`src/rtl/flash_status_poller.sv`:
```
module flash_status_poller #(
  parameter int MAX_BYTES = 4,
  parameter int GAP_W     = 16
) (
  input  logic                   clk,
  input  logic                   rst_n,
  input  logic                   start,
  input  logic                   abort,
  input  logic                   flag_clr,
  input  logic [8*MAX_BYTES-1:0] cfg_mask,
  input  logic [8*MAX_BYTES-1:0] cfg_match,
  input  logic                   cfg_or_mode,
  input  logic                   cfg_auto_stop,
  input  logic                   cfg_irq_en,
  input  logic [GAP_W-1:0]       cfg_interval,
  input  logic [((MAX_BYTES > 1) ? $clog2(MAX_BYTES) : 1)-1:0] cfg_size,
  input  logic                   rx_valid,
  input  logic [7:0]             rx_data,
  output logic                   cmd_req,
  output logic                   busy,
  output logic                   match_flag,
  output logic                   irq,
  output logic [8*MAX_BYTES-1:0] status_word
);

  localparam int WORD_W = 8 * MAX_BYTES;
  localparam int SZ_W   = (MAX_BYTES > 1) ? $clog2(MAX_BYTES) : 1;

  typedef enum logic [1:0] {S_IDLE, S_ISSUE, S_RECV, S_GAP} state_t;

  state_t            state;
  logic [SZ_W-1:0]   byte_idx;
  logic [GAP_W-1:0]  gap_cnt;
  logic [WORD_W-1:0] partial;
  logic [WORD_W-1:0] word_next;
  logic [WORD_W-1:0] size_mask;
  logic [WORD_W-1:0] eff_mask;
  logic [WORD_W-1:0] diff;
  logic              last_byte;
  logic              hit;
  logic              hit_evt;

  for (genvar b = 0; b < MAX_BYTES; b++) begin : g_lane
    assign size_mask[8*b +: 8] = (b <= int'(cfg_size)) ? 8'hFF : 8'h00;
  end

  assign word_next = partial | (WORD_W'(rx_data) << (8 * byte_idx));
  assign eff_mask  = cfg_mask & size_mask;
  assign diff      = word_next ^ cfg_match;
  assign hit       = cfg_or_mode ? |(~diff & eff_mask) : ~|(diff & eff_mask);
  assign last_byte = (state == S_RECV) && rx_valid && (byte_idx == cfg_size);
  assign hit_evt   = last_byte && hit && !abort;

  assign busy    = (state != S_IDLE);
  assign cmd_req = (state == S_ISSUE);
  assign irq     = match_flag & cfg_irq_en;

  always_ff @(posedge clk) begin
    if (!rst_n) begin
      state       <= S_IDLE;
      byte_idx    <= '0;
      gap_cnt     <= '0;
      partial     <= '0;
      status_word <= '0;
    end else if (abort) begin
      state <= S_IDLE;
    end else begin
      case (state)
        S_IDLE:  if (start) state <= S_ISSUE;
        S_ISSUE: begin
          partial  <= '0;
          byte_idx <= '0;
          state    <= S_RECV;
        end
        S_RECV: if (rx_valid) begin
          if (last_byte) begin
            status_word <= word_next;
            if (hit && cfg_auto_stop) begin
              state <= S_IDLE;
            end else if (cfg_interval == '0) begin
              state <= S_ISSUE;
            end else begin
              gap_cnt <= cfg_interval - 1'b1;
              state   <= S_GAP;
            end
          end else begin
            partial  <= word_next;
            byte_idx <= byte_idx + 1'b1;
          end
        end
        S_GAP: begin
          if (gap_cnt == '0) state <= S_ISSUE;
          else               gap_cnt <= gap_cnt - 1'b1;
        end
        default: state <= S_IDLE;
      endcase
    end
  end

  always_ff @(posedge clk) begin
    if (!rst_n)        match_flag <= 1'b0;
    else if (hit_evt)  match_flag <= 1'b1;
    else if (flag_clr) match_flag <= 1'b0;
  end


  start_chk: assert property (@(posedge clk) disable iff (!rst_n)
    (!busy && start && !abort) |=> (busy && cmd_req));


  req_pulse_chk: assert property (@(posedge clk) disable iff (!rst_n)
    cmd_req |=> !cmd_req);


  auto_stop_chk: assert property (@(posedge clk) disable iff (!rst_n)
    (hit_evt && cfg_auto_stop) |=> (!busy && !cmd_req));


  keep_polling_chk: assert property (@(posedge clk) disable iff (!rst_n)
    (last_byte && !abort && !cfg_auto_stop) |=> busy);


  flag_set_chk: assert property (@(posedge clk) disable iff (!rst_n)
    hit_evt |=> match_flag);


  flag_clr_chk: assert property (@(posedge clk) disable iff (!rst_n)
    (flag_clr && !hit_evt) |=> !match_flag);


  abort_chk: assert property (@(posedge clk) disable iff (!rst_n)
    abort |=> !busy);


  idle_hold_chk: assert property (@(posedge clk) disable iff (!rst_n)
    (!busy && !start) |=> $stable(status_word));

endmodule

```
`config.mk`:
```
export PLATFORM = sky130hd
export DESIGN_NAME = flash_status_poller
export DESIGN_NICKNAME = d
export VERILOG_FILES = /design/src/rtl/flash_status_poller.sv
export SDC_FILE = /design/constraint.sdc
export NUM_CORES = 1
export LEC_CHECK = 0
export ABC_AREA = 1
export CAP_MARGIN = 25
export CORE_AREA = 2 2 129 81
export CTS_CLUSTER_DIAMETER = 100
export DETAILED_ROUTE_END_ITERATION = 10
export DIE_AREA = 0 0 131 83
export DONT_BUFFER_PORTS = 1
export GPL_ROUTABILITY_DRIVEN = 0
export PLACE_DENSITY = 0.76
export SYNTH_ARGS = -nofsm -noshare
export SYNTH_HDL_FRONTEND = slang
export SYNTH_SLANG_ARGS = --single-unit
```
`constraint.sdc`:
```
create_clock -name clk -period 2.5 [get_ports clk]
set_clock_uncertainty 0.15 [all_clocks]
set_input_delay 0.5 -clock clk [delete_from_list [all_inputs] [get_ports clk]]
set_output_delay 0.5 -clock clk [all_outputs]
set_load 0.02 [all_outputs]
```
### Word-level counts from Yosys, hierarchy flattened

Cells that the tools add are included.

* add/sub/neg operators: 3
* order comparisons: 3
* eq/ne operators: 12
* shift-type cells: 1
* muxes and demuxes: 25
* bitwise gates (word level): 9
* reductions and logical operators: 21

Operators with widths (number)
* $and 32x32->32: 3
* $mux 16: 5
* $mux 32: 2
* $pmux 32 s2: 1
* $reduce_or 32->1: 2
* $logic_not 16->1: 2
* $not 32->32: 1
* $or 32x32->32: 1
* $pmux 16 s2: 1
* $shl 8x5->32: 1
* $sub 16x1->16 const B: 2
* $xor 32x32->32: 1
* $mux 8: 3
* $mux 2: 8
* $ne 2x2->1 const B: 8
* $reduce_and 4->1: 3
* $pmux 2 s4: 1
* $reduce_bool 2->1: 4
* $reduce_and 7->1: 1
* $logic_and 1x1->1: 5
* $eq 2x2->1 const B: 2
* $le 2x2->1 const A: 2
* $pmux 2 s2: 1
* $mux 1: 3
* 9 further kinds: 11

* register bits: 85
* input port bits: 99
* output and inout port bits: 36
* logic and storage cells: 80

### Longest topological paths before layout

* word-level depth: 12
* depth in mapped cells: 20
* mapped depth without buffers: 17

### Worst setup path before layout

Ideal clock, no wire load.

* path type: register to register
* from: reg state[1]
* to: reg gap_cnt[14]
* library setup time: 72 ps
* arrival time: 2384 ps
* path slack: -106 ps
* cell stages (with the launch flop): 15
* buffers on the path: 2
* period minus slack after synthesis: 2606 ps
* path through: dfxtp_1 > ha_1 > buf_2 > clkbuf_1 > nand2_1 > o21ai_1 > ha_1 > inv_1 > nor2_1 > nand3_1 > nor2_1 > nand4_1 > xnor2_1 > nand4_1 > a21oi_1

* longest elaborated chain between the ends: 5
* elaborated cells between the ends (all ways): 12

RTL lines
* start: declaration: line 31 `state_t state;`
* start signal: assignment: line 60 `state <= S_IDLE;`
* start signal: assignment: line 66 `state <= S_IDLE;`
* start signal: assignment: line 69 `S_IDLE: if (start) state <= S_ISSUE;`
* $eq 2x2->1: line 51, 68
* $logic_and 1x1->1 (2 in series): line 51 `assign last_byte = (state == S_RECV) && rx_valid && (byte_idx == cfg_size);`
* $ne 2x2->1 (no line)
* $reduce_and 7->1 (no line)
* end signal: assignment: line 83 `gap_cnt <= cfg_interval - 1'b1;`
* end signal: assignment: line 93 `else gap_cnt <= gap_cnt - 1'b1;`
* end: declaration: line 33 `logic [GAP_W-1:0] gap_cnt;`

Parallel ways exist; a longest one is shown, timed or not.
A chain may end at the register's enable or synchronous reset.

### Worst setup path after layout

* from: reg state[1]
* to: reg gap_cnt[15]

Same word-level chain as after synthesis.

==> out/metrics.cfg <==
[min_path]
hold_start=rst_n
hp-class=input port to register

[floorplanning]
die_h_microns=83
dieWidth_microns=131
design.die.area_sq_um=10900
core_sq_um=9630
pin_count=135
initial_core_util_pct=57.3
std_cell_rows=28

[worst_setup_path]
r2r_start=state[1]
list_of_cells_traversed_by_the_critical_path=ha_4 -> buf_6 -> buf_4 -> o21ai_4 -> nand2_1 -> nor2_2 -> nand4_1 -> nor2_2 -> nand3b_1 -> xnor2_2 -> nand4_1 -> a21oi_2
cp_top_family=simple AND/OR/NAND/NOR gates
crit_path_end_kind=register
critPathMaxFanout=6
worstPathRequired_ns=2.63
timing_worst_setup_path_type=register to register
crit_path_start=state[1]
crit_path_start_kind=register
worst-endpoint-arrival_ns=2.63
timing.critical_path.slowest_stage_cell=dfxtp_2
cp_slowest_stage_delay_ns=0.33
critical_path.n_buffers_inverters=2

[synth]
avgSynthCellArea_sq_um=6.13
post_synth_inst_count=900
yosys_register_bits=85
synth.yosys.warnings=0
synth_seq_area_share_pct=30.8
ys_types=34
synth_area_sq_um=5520
synth.net_count=1004

[power_and_ir_drop]
power_frac_comb_pct=10.9
pwr-share-seq_pct=41.3
switchingPower_uw=790
leakage_uw=0.00302
clk_pwr_share_pct=47.8
internal-power_uw=2500
power_density_nw_per_um2=499
max-vdd-ir-drop_mv=0.396
fin_total_pwr_uw=3290
switching_share_pct=24.0

[finish]
area_delta_synth_final_pct=19.4
nets=1034
ff_latch_area_sq_um=1710
num_antenna_cells=0
count_of_fill_cells_added_during_filler_insertion=836
multi_input_comb_area_sq_um=3430
post_route_cells_drive_above_1_share_pct=15.9
final_design_area_no_fill_sq_um=6590

[flow_run]
max_cap_viol_count=0

[drt]
post-route-drc-count=0
drt-initial-drc-count=640
wl_per_cell_microns=17.1
detail_route.first_pass.iterations=6
detail_route.vias_per_cell=5.77
antenna_violating_nets_post_route=0
postRouteWirelength_microns=18300
routed-via-count=6172

[sta]
grt_setup_unrepaired=yes
final.setup.worst_slack_ns=0.00681
final-max-slew-violation-count=0
setup-violations-final=0
fmax_mhz=401
fin_crit_ns=2.49
setup-tns-final_ns=0
hold_viol=0
final_min_period_over_clock_period_pct=99.7
timing.max_slew.rel_slack_pct=59.5
worst_slew_pin_slew_ns=0.606

[place]
detailed_place_hpwl_microns=13000
placed_cell_area_sq_um=5780
dp_slack_ns=-0.123
place.port_buffers=0

[clock_network]
cts.clk_slew.worst_paths_ns=0.07
clock-root-buffer=clkbuf_16
clock_latency_ns=0.35
clock_tree.buffer_depth=2
htree_num_levels=3
tritoncts_clock_tree=done
clock_sink_count=85
cts_inserted_buffers=9
cts_hold_buf=0

[global_routing]
grt_overflow_total=0
grt_usage_pct=31.2
number_of_antenna_violations_at_the_first_check_in_global_routing=0
grt_pass1_wl_microns=26400
grt_max_degree=77
grt_pass1_vias=5236

[run_status]
outcome=completed

[cell type report]
cell class	count	area share [%]
multi-input combinational	664	52.0
timing repair buffer	50	7.10
tap	135	2.56
inverter	120	7.10
sequential	85	26.0
clock inverter	5	1.63
clock buffer	11	3.68
[cell families after synthesis]
kind of cell,after synthesis,synth area share [%]
AO/OA/AOI/OAI,128,12.6
AND/OR/NAND/NOR,514,41.2
flip-flops,85,30.8
buffers and inverters,154,12.0
adder cells (fa/ha/maj),5,1.13
XOR/XNOR,14,2.22
[synthesized netlist by cell type]
master      n  area, sq um
nand2_1   306         1150
inv_1     117          439
dfxtp_1    85         1700
nand3_1    85          425
nor2_1     72          270
o21ai_0    45          225
a21oi_1    43          215
a31oi_1    32          200
clkbuf_1   21         78.8
nand3_2    20          200
nand4_1    11         68.8
nor4_1      8         50.1
xor2_1      8         70.1
buf_6       7         78.8
xnor2_1     6         52.6
ha_1        5         62.6
buf_2       3         15.0
nand2_2     3         18.8
o21ai_1     3         15.0
or2_2       3         18.8
inv_2       2         7.51
nand3b_1    2         15.0
o22ai_1     2         12.5
a21oi_2     1         8.76
buf_1       1         3.75
buf_12      1         20.0
buf_8       1         15.0
clkinv_1    1         3.75
nand3_4     1         17.5
nand4_4     1         21.3
nor3_1      1         5.00
nor3_4      1         16.3
o211a_1     1         10.0
o221ai_1    1         8.76
[per-layer routing]
metal  wire, microns  vias up  track usage (%)
met3            2470       46             11.5
met4             417        0             8.80
met2            7650      375             43.9
met1            7720     2779             44.4
li1                -     2972                -
met5               0        -                0
[sequential cells by signal (all words and copies together), names as in the netlist]
register and flops:
byte_idx 2, gap_cnt 16, match_flag 1, partial 32
state 2, status_word 32
[cell usage in the layout (no fill, tap or decap), drive strengths merged, types with 12 or more instances in the layout]
cell    Yosys  layout
dfxtp      85      85
inv       119     118
nand2     309     309
nand4      12      12
buf        13      49
nand3     106     109
a31oi      32      32
o21ai      48      48
a21oi      44      44
nor2       72      72
clkbuf     21      12
[worst register-to-register path, cell delays in order, from the launching register on]
cell	delay [ns]
dfxtp_2	0.33
ha_4	0.18
buf_6	0.13
buf_4	0.15
o21ai_4	0.17
nand2_1	0.11
nor2_2	0.14
nand4_1	0.22
nor2_2	0.19
nand3b_1	0.15
xnor2_2	0.23
nand4_1	0.13
a21oi_2	0.14
[metrics by stage]
| step | hold WS, ns | utilization (%) | std cells |
|---|---|---|---|
| after floorplan | 0.291 | - | 900 |
| after global placement | 0.297 | 60.0 | 1036 |
| after detailed placement | 0.301 | 60.0 | 1036 |
| after CTS | 0.122 | 64.0 | 1053 |
| after global routing | 0.127 | 68.4 | 1070 |
| final | 0.129 | 68.4 | 1070 |
[path summary, 6_finish.rpt]
kind | end | slack, ns | cells after the start
max reg2reg | gap_cnt[15] | 0.007 | 12
min reg2reg | partial[13] | 0.31 | 2
min | gap_cnt[7] | 0.13 | 2
max | gap_cnt[15] | 0.007 | 12
[power by group through the flow]
stage	logic (uW)	clock network [uW]	registers, uW
floorplan	252	0	1390
global placement	305	0	1390
detailed placement	313	0	1390
CTS	316	1580	1360
global route	394	1630	1360
finish	359	1570	1360
[what timing repair did]
action / CTS / global route
pin swaps: 0 / 30
gates resized for setup: 7 / 81
setup buffers: 0 / 14
gates cloned: 1 / 3
endpoints found under the setup margin: 16 / 17
Power figures use the tool's default switching activity.
